`config.mk`:
```
export PLATFORM = sky130hd
export DESIGN_NAME = tcal_counter
export DESIGN_NICKNAME = d
export VERILOG_FILES = /design/src/rtl/tcal_pkg.sv /design/src/rtl/tcal_wrapctr.sv /design/src/rtl/tcal_hour.sv /design/src/rtl/tcal_counter.sv
export SDC_FILE = /design/constraint.sdc
export NUM_CORES = 1
export LEC_CHECK = 0
export ABC_AREA = 1
export BUFFER_PORTS_ARGS = -buffer_cell sky130_fd_sc_hd__buf_2
export CAP_MARGIN = 20
export CORE_UTILIZATION = 56
export DETAILED_ROUTE_END_ITERATION = 7
export GPL_ROUTABILITY_DRIVEN = 0
export PLACE_DENSITY = 0.82
export SLEW_MARGIN = 25
export SYNTH_ARGS = -nofsm -noshare
export SYNTH_HDL_FRONTEND = slang
export SYNTH_SLANG_ARGS = --single-unit
```
`constraint.sdc`:
```
create_clock -name clk -period 3 [get_ports clk]
set_clock_uncertainty 0.2 [all_clocks]
set_input_delay 0.3 -clock clk [delete_from_list [all_inputs] [get_ports clk]]
set_output_delay 0.3 -clock clk [all_outputs]
set_load 0.02 [all_outputs]
```
`src/rtl/tcal_pkg.sv`:
```
package tcal_pkg;

  localparam int BYTE_W = 8;

  // BCD increment of a two-digit byte
  function automatic logic [7:0] bcd_inc(input logic [7:0] v);
    if (v[3:0] >= 4'd9) return {v[7:4] + 4'd1, 4'd0};
    else                return {v[7:4], v[3:0] + 4'd1};
  endfunction

  function automatic logic [6:0] bcd_val(input logic [7:0] v);
    return 7'(v[7:4]) * 7'd10 + 7'(v[3:0]);
  endfunction

  // last valid date (BCD) of a month; leap rule on the two-digit year only
  function automatic logic [5:0] month_last(input logic [4:0] mon, input logic [7:0] yr);
    logic [6:0] y;
    y = bcd_val(yr);
    case (mon)
      5'h02:                      return (y[1:0] == 2'b00) ? 6'h29 : 6'h28;
      5'h04, 5'h06, 5'h09, 5'h11: return 6'h30;
      default:                    return 6'h31;
    endcase
  endfunction

endpackage

```
`src/rtl/tcal_wrapctr.sv`:
```
module tcal_wrapctr #(
  parameter int W = 7,
  parameter logic [W-1:0] FIRST = '0,
  parameter logic [W-1:0] RST = '0
) (
  input  logic         clk,
  input  logic         rst_n,
  input  logic         adv,
  input  logic         ld,
  input  logic [W-1:0] ld_val,
  input  logic [W-1:0] last_i,
  output logic [W-1:0] val_o,
  output logic         at_last_o
);
  logic [W-1:0] val_q;
  logic [7:0]   inc8;

  assign inc8      = tcal_pkg::bcd_inc(8'(val_q));
  assign at_last_o = (val_q >= last_i);
  assign val_o     = val_q;

  always_ff @(posedge clk or negedge rst_n) begin
    if (!rst_n)      val_q <= RST;
    else if (ld)     val_q <= ld_val;
    else if (adv)    val_q <= at_last_o ? FIRST : inc8[W-1:0];
  end

  // R4 (also R7, R9): a field at its end value restarts at its first value
  a_r4_wrap_to_first: assert property (@(posedge clk) disable iff (!rst_n)
    (adv && !ld && at_last_o) |=> (val_q == FIRST));

  a_r4_step_up: assert property (@(posedge clk) disable iff (!rst_n)
    (adv && !ld && !at_last_o) |=> (val_q != $past(val_q)));

endmodule

```
`src/rtl/tcal_hour.sv`:
```
module tcal_hour (
  input  logic       clk,
  input  logic       rst_n,
  input  logic       adv,
  input  logic       ld,
  input  logic [7:0] ld_val,
  output logic [7:0] hour_o,
  output logic       day_o
);
  localparam logic [7:0] HOUR_RST = 8'h12;
  localparam logic [7:0] LD_MASK  = 8'hBF;

  logic [7:0] hr_q, nxt, inc24, inc12;
  logic       mode24, pm, day_raw;
  logic [5:0] h24;
  logic [4:0] h12;

  assign mode24 = hr_q[7];
  assign pm     = hr_q[5];
  assign h24    = hr_q[5:0];
  assign h12    = hr_q[4:0];
  assign inc24  = tcal_pkg::bcd_inc({2'b00, h24});
  assign inc12  = tcal_pkg::bcd_inc({3'b000, h12});

  always_comb begin
    nxt     = hr_q;
    day_raw = 1'b0;
    if (mode24) begin
      if (h24 >= 6'h23) begin
        nxt     = 8'h80;
        day_raw = 1'b1;
      end else begin
        nxt = {2'b10, inc24[5:0]};
      end
    end else begin
      if (h12 == 5'h11) begin
        nxt     = {2'b00, ~pm, 5'h12};
        day_raw = pm;
      end else if (h12 >= 5'h12) begin
        nxt = {2'b00, pm, 5'h01};
      end else begin
        nxt = {2'b00, pm, inc12[4:0]};
      end
    end
  end

  assign day_o  = adv && day_raw;
  assign hour_o = hr_q;

  always_ff @(posedge clk or negedge rst_n) begin
    if (!rst_n)   hr_q <= HOUR_RST;
    else if (ld)  hr_q <= ld_val & LD_MASK;
    else if (adv) hr_q <= nxt;
  end

  // PM flag flips when 11 becomes 12
  a_r6_pm_flip: assert property (@(posedge clk) disable iff (!rst_n)
    (adv && !ld && !hr_q[7] && hr_q[4:0] == 5'h11) |=> (hr_q[5] != $past(hr_q[5])));

  // 24-hour form wraps 23 to 00
  a_r5_midnight: assert property (@(posedge clk) disable iff (!rst_n)
    (adv && !ld && hr_q[7] && hr_q[5:0] == 6'h23) |=> (hr_q == 8'h80));

endmodule

```
`src/rtl/tcal_counter.sv`:
```
module tcal_counter (
  input  logic       clk,
  input  logic       rst_n,
  input  logic       tick_i,
  input  logic       halt_req,
  input  logic       wr_en,
  input  logic       wr_allow,
  input  logic [2:0] wr_idx,
  input  logic [7:0] wr_data,
  output logic [7:0] sec_o,
  output logic [7:0] min_o,
  output logic [7:0] hour_o,
  output logic [7:0] date_o,
  output logic [7:0] month_o,
  output logic [7:0] year_o,
  output logic [7:0] wday_o,
  output logic       pwr_lost_o,
  output logic       resync_o
);
  localparam int NFIELD = 7;
  localparam int SEC_W  = 7;
  localparam int DATE_W = 6;
  localparam int MON_W  = 5;
  localparam int YR_W   = 8;
  localparam int WDAY_W = 3;

  logic              acc_wr, fail_q, halt_q, resync_q;
  logic [NFIELD-1:0] ld_w;
  logic              adv_sec, adv_min, adv_hr, adv_day, adv_mon, adv_yr;
  logic              sec_last, min_last, date_last, mon_last, yr_last, wday_last;
  logic [SEC_W-1:0]  sec_w, min_w;
  logic [7:0]        hour_w;
  logic [DATE_W-1:0] date_w, date_end;
  logic [MON_W-1:0]  mon_w;
  logic [YR_W-1:0]   yr_w;
  logic [WDAY_W-1:0] wday_w;

  assign acc_wr = wr_en && wr_allow && (wr_idx != 3'd7);

  generate
    for (genvar g = 0; g < NFIELD; g++) begin : g_ld
      assign ld_w[g] = acc_wr && (wr_idx == 3'(g));
    end
  endgenerate

  // carry chain
  assign adv_sec = tick_i && !fail_q && !halt_q && !acc_wr;
  assign adv_min = adv_sec && sec_last;
  assign adv_hr  = adv_min && min_last;
  assign adv_mon = adv_day && date_last;
  assign adv_yr  = adv_mon && mon_last;
  assign date_end = tcal_pkg::month_last(mon_w, yr_w);

  always_ff @(posedge clk or negedge rst_n) begin
    if (!rst_n) begin
      fail_q   <= 1'b1;
      halt_q   <= 1'b0;
      resync_q <= 1'b0;
    end else begin
      resync_q <= acc_wr;
      if (acc_wr) begin
        fail_q <= 1'b0;
        halt_q <= 1'b0;
      end else if (halt_req) begin
        halt_q <= 1'b1;
      end
    end
  end

  tcal_wrapctr #(.W(SEC_W)) u_sec (
    .clk, .rst_n, .adv(adv_sec), .ld(ld_w[0]), .ld_val(wr_data[SEC_W-1:0]),
    .last_i(7'h59), .val_o(sec_w), .at_last_o(sec_last));

  tcal_wrapctr #(.W(SEC_W)) u_min (
    .clk, .rst_n, .adv(adv_min), .ld(ld_w[1]), .ld_val(wr_data[SEC_W-1:0]),
    .last_i(7'h59), .val_o(min_w), .at_last_o(min_last));

  tcal_hour u_hour (
    .clk, .rst_n, .adv(adv_hr), .ld(ld_w[2]), .ld_val(wr_data),
    .hour_o(hour_w), .day_o(adv_day));

  tcal_wrapctr #(.W(DATE_W), .FIRST(6'h01), .RST(6'h01)) u_date (
    .clk, .rst_n, .adv(adv_day), .ld(ld_w[3]), .ld_val(wr_data[DATE_W-1:0]),
    .last_i(date_end), .val_o(date_w), .at_last_o(date_last));

  tcal_wrapctr #(.W(MON_W), .FIRST(5'h01), .RST(5'h01)) u_mon (
    .clk, .rst_n, .adv(adv_mon), .ld(ld_w[4]), .ld_val(wr_data[MON_W-1:0]),
    .last_i(5'h12), .val_o(mon_w), .at_last_o(mon_last));

  tcal_wrapctr #(.W(YR_W)) u_yr (
    .clk, .rst_n, .adv(adv_yr), .ld(ld_w[5]), .ld_val(wr_data[YR_W-1:0]),
    .last_i(8'h99), .val_o(yr_w), .at_last_o(yr_last));

  tcal_wrapctr #(.W(WDAY_W)) u_wday (
    .clk, .rst_n, .adv(adv_day), .ld(ld_w[6]), .ld_val(wr_data[WDAY_W-1:0]),
    .last_i(3'd6), .val_o(wday_w), .at_last_o(wday_last));

  assign sec_o      = 8'(sec_w);
  assign min_o      = 8'(min_w);
  assign hour_o     = hour_w;
  assign date_o     = 8'(date_w);
  assign month_o    = 8'(mon_w);
  assign year_o     = yr_w;
  assign wday_o     = 8'(wday_w);
  assign pwr_lost_o = fail_q;
  assign resync_o   = resync_q;

  // frozen while the loss flag is up and nothing is written
  a_r2_frozen: assert property (@(posedge clk) disable iff (!rst_n)
    (fail_q && !acc_wr) |=> $stable({sec_w, min_w, hour_w, date_w, mon_w, yr_w, wday_w}));

  // an accepted write clears the loss flag
  a_r2_flag_clear: assert property (@(posedge clk) disable iff (!rst_n)
    acc_wr |=> !pwr_lost_o);

  // halted time stays put
  a_r10_hold: assert property (@(posedge clk) disable iff (!rst_n)
    (halt_q && !acc_wr) |=> $stable({sec_w, min_w, hour_w, date_w, mon_w, yr_w, wday_w}));

  // a write to another field leaves seconds alone
  a_r11_write_wins: assert property (@(posedge clk) disable iff (!rst_n)
    (acc_wr && wr_idx != 3'd0) |=> $stable(sec_w));

  // resync pulse follows each accepted write
  a_r12_resync: assert property (@(posedge clk) disable iff (!rst_n)
    acc_wr |=> resync_o);

  // weekday wraps with the date carry
  a_r9_wday_wrap: assert property (@(posedge clk) disable iff (!rst_n)
    (adv_day && !acc_wr && wday_w == 3'd6) |=> (wday_w == 3'd0));

  // year wraps 99 to 00 on a month carry from December
  a_r7_year_wrap: assert property (@(posedge clk) disable iff (!rst_n)
    (adv_yr && yr_last) |=> (yr_w == 8'h00));

endmodule

```
==> impl_metrics.py <==
metrics = {
    "cells_and_area": {
        "regArea_sq_um": 1160,
        "nNetsFinal": 605,
        "drive_above_1_share": 0.164,
        "multi_input_area_sq_um": 2040,
        "layout-area-overhead-vs-synth_pct": 12.2,
        "fin_area_sq_um": 3990,
        "n_antenna_cell": 0,
        "fillers": 563,
    },
    "run_status": {
        "outcome": "completed",
    },
    "yosys": {
        "ys_dominant_reg_cell": "dfrtp_1",
        "ys_warn_count": 0,
        "synth_cells": 489,
        "synth_edf_count": 0,
        "async_flop_share": 1.00,
        "netlist_area_sq_um": 3560,
        "ys_ff_latch": 46,
        "seq_area_frac_synth": 0.325,
        "synthDistinctLibCells": 29,
        "syn_avg_cell_area_sq_um": 7.28,
    },
    "sta": {
        "fmax_mhz": 352,
        "min_period_ns": 2.84,
        "rsz0062_at_grt": "no",
        "worst_pin_slew_ns": 0.589,
        "hold_slack_ns": 0.0425,
        "setup-violations-final": 0,
        "finalSetupTns_ns": 0,
        "period_share": 0.946,
        "relSlewSlack": 0.608,
        "finalHoldViolCount": 0,
        "maxSlewViolCount": 0,
    },
    "detailed_routing": {
        "ant_nets": 0,
        "post_drt_wl_per_cell_um": 13.7,
        "drt_wl_total_um": 8650,
        "drt_iter0_drc": 208,
        "dr.pass1.iters": 4,
        "vias": 3452,
        "drc": 0,
        "vias_per_cell": 5.48,
    },
    "clock_tree": {
        "htree_levels": 2,
        "clk_latency_ns": 0.30,
        "cts-buffers-inserted": 5,
        "post_cts_buffers": 0,
        "cts_buffer_depth": 2,
        "cts_sinks": 46,
        "cts_root_buf": "clkbuf_8",
        "cts_tree": "built",
        "clk_pin_slew_ns": 0.08,
    },
    "die": {
        "die_w_um": 81.7,
        "io_pins": 75,
        "start_util": 0.591,
        "die_h_um": 81.7,
        "rows": 28,
        "dieArea_sq_um": 6680,
        "coreArea_sq_um": 6030,
    },
    "critical_path": {
        "cpMaxStageDelayCell": "dfstp_2",
        "cp_slowest_stage_delay_ns": 0.41,
        "worstSetupPathType": "flop to flop",
        "worstPathArrival_ns": 2.83,
        "start_kind": "flop",
        "critical_path_required_ns": 3.00,
        "end_kind": "flop",
        "cp_top_family": "simple AND/OR/NAND/NOR gates",
        "cp_max_fo": 12,
        "path_cells": "inv_1 > ha_1 > inv_1 > nor3_2 > o21ai_0 > nand4_1 > inv_1 > ha_1 > nand4_1 > nand3_1 > nand4_1 > nand2_2 > nand2_1 > nand2_1 > nand2_1",
        "crit_buf_inv": 3,
    },
    "placement": {
        "dpl_cell_area_sq_um": 3890,
        "dp_hpwl_um": 6300,
        "io_buffers": 61,
    },
    "global_route": {
        "grt_overflow_total": 0,
        "antenna_found_initial": 0,
        "grt_usage": 0.266,
        "grt_pass1_wl_um": 13600,
        "grt_max_degree": 47,
        "first_global_vias": 3010,
    },
    "pwr": {
        "ir_worst_vdd_mv": 0.465,
        "p_per_area_nw_per_um2": 813,
        "p_leak_nw": 2.13,
    },
    "run": {
        "maxCapViolCount": 0,
    },
    "hold_path": {
        "hold_class": "input port to flop",
    },
}
==> cells in the final DEF, fill, tap and decap left out, types with 3 or more instances in the layout <==
| cell | Yosys | routed |
|---|---|---|
| a21oi_1 | 9 | 9 |
| a31oi_1 | 9 | 9 |
| buf_2 | 1 | 60 |
| clkbuf_1 | 1 | 3 |
| clkbuf_8 | 0 | 5 |
| conb_1 | 1 | 13 |
| dfrtp_1 | 41 | 41 |
| dfstp_2 | 5 | 5 |
| ha_1 | 34 | 34 |
| inv_1 | 77 | 77 |
| inv_2 | 3 | 3 |
| nand2_1 | 94 | 93 |
| nand2_2 | 7 | 8 |
| nand3_1 | 43 | 43 |
| nand4_1 | 5 | 5 |
| nor2_1 | 46 | 45 |
| nor2_2 | 6 | 7 |
| nor3_1 | 5 | 4 |
| o211ai_1 | 6 | 6 |
| o21ai_0 | 39 | 39 |
| o21ai_1 | 3 | 3 |
| o221ai_1 | 7 | 7 |
| o22ai_1 | 10 | 10 |
| xnor2_1 | 5 | 5 |
| xor2_1 | 14 | 14 |
==> sequential cells by signal, summed over array words and instances (netlist names) <==
register / flops
resync_o: 1
u_hour.hour_o: 7
u_sec.val_o: 7
u_yr.val_o: 8
u_min.val_o: 7
u_mon.val_o: 5
pwr_lost_o: 1
halt_q: 1
u_wday.val_o: 3
u_date.val_o: 6
==> timing repair <==
action / CTS / global route
hold buffers: 0 / 1
hold endpoints to repair: 0 / 41
endpoints found under the setup margin: 0 / 14
gates resized for setup: 0 / 3
==> layer usage <==
metal / track usage / up-vias / wire, um
li1: - / 1707 / -
met1: 0.357 / 1605 / 3960
met5: 0 / - / 0
met3: 0.0356 / 15 / 485
met2: 0.437 / 125 / 4080
met4: 0.0895 / 0 / 123
==> path summary, 6_finish.rpt <==
kind                                startpoint              to  slack [ns]  cells after the start
worst max-delay path            u_mon.val_o[0]   u_yr.val_o[4]        0.16                     15
worst min-delay path                  halt_req          halt_q        0.04                      3
worst max register to register  u_mon.val_o[0]   u_yr.val_o[4]        0.16                     15
worst min register to register      pwr_lost_o      pwr_lost_o        0.27                      2
max in group asynchronous                rst_n  u_sec.val_o[2]        1.87                      2
min in group asynchronous                rst_n   u_yr.val_o[1]        0.33                      2
==> cell usage after synthesis, types with 3 or more instances <==
cell / number / area (sq um)
nand2_2: 7 / 43.8
nor2_1: 46 / 173
nand2_1: 94 / 353
buf_4: 14 / 105
a31oi_1: 9 / 56.3
xnor2_1: 5 / 43.8
nor2_2: 6 / 37.5
o211ai_1: 6 / 45.0
o21ai_0: 39 / 195
nand4_1: 5 / 31.3
o22ai_1: 10 / 62.6
a21oi_1: 9 / 45.0
o221ai_1: 7 / 61.3
ha_1: 34 / 425
nor3_1: 5 / 25.0
dfrtp_1: 41 / 1030
dfstp_2: 5 / 131
o21ai_1: 3 / 15.0
xor2_1: 14 / 123
inv_2: 3 / 11.3
nand3_1: 43 / 215
inv_1: 77 / 289
==> report_power, final <==
| group | internal, mW | switching (mW) |
|---|---|---|
| clock network | 0.166 | 0.210 |
| logic | 0.625 | 1.10 |
| registers | 0.846 | 0.303 |
| total | 1.64 | 1.61 |
==> area by class of cell <==
class / count / area share
flip-flops and latches: 46 / 0.290
inverters: 80 / 0.0752
well taps: 75 / 0.0235
repair buffers: 62 / 0.0796
clock buffers: 8 / 0.0201
multi-input cells: 359 / 0.512
==> stage by stage <==
step / worst slack, ns / std cells / util / total power, mW
6_report: 0.163 / 630 / 0.663 / 3.25
5_1_grt: 0.0194 / 630 / 0.663 / 3.52
4_1_cts: 0.0202 / 629 / 0.659 / 3.23
3_5_place_dp: 0.0414 / 621 / 0.646 / 2.85
3_3_place_gp: 0.285 / 621 / 0.646 / 2.79
2_1_floorplan: 0.497 / 501 / - / 2.35
==> kinds of logic after synthesis <==
family	count (synthesis)	share of synthesized area
fa+ha+maj	34	0.119
other cells	1	0.00105
buf+inv	96	0.116
compound gates	85	0.139
xor+xnor	19	0.0467
flops	46	0.325
simple gates	208	0.252
==> worst register-to-register path: stages (launching register included) <==
cell and delay [ns]:
dfstp_2 0.41, inv_1 0.13, ha_1 0.21, inv_1 0.07, nor3_2 0.25, o21ai_0 0.14, nand4_1 0.12, inv_1 0.06
ha_1 0.26, nand4_1 0.10, nand3_1 0.14, nand4_1 0.15, nand2_2 0.21, nand2_1 0.16, nand2_1 0.09, nand2_1 0.05
No activity file was read; power rests on OpenSTA's default activity.
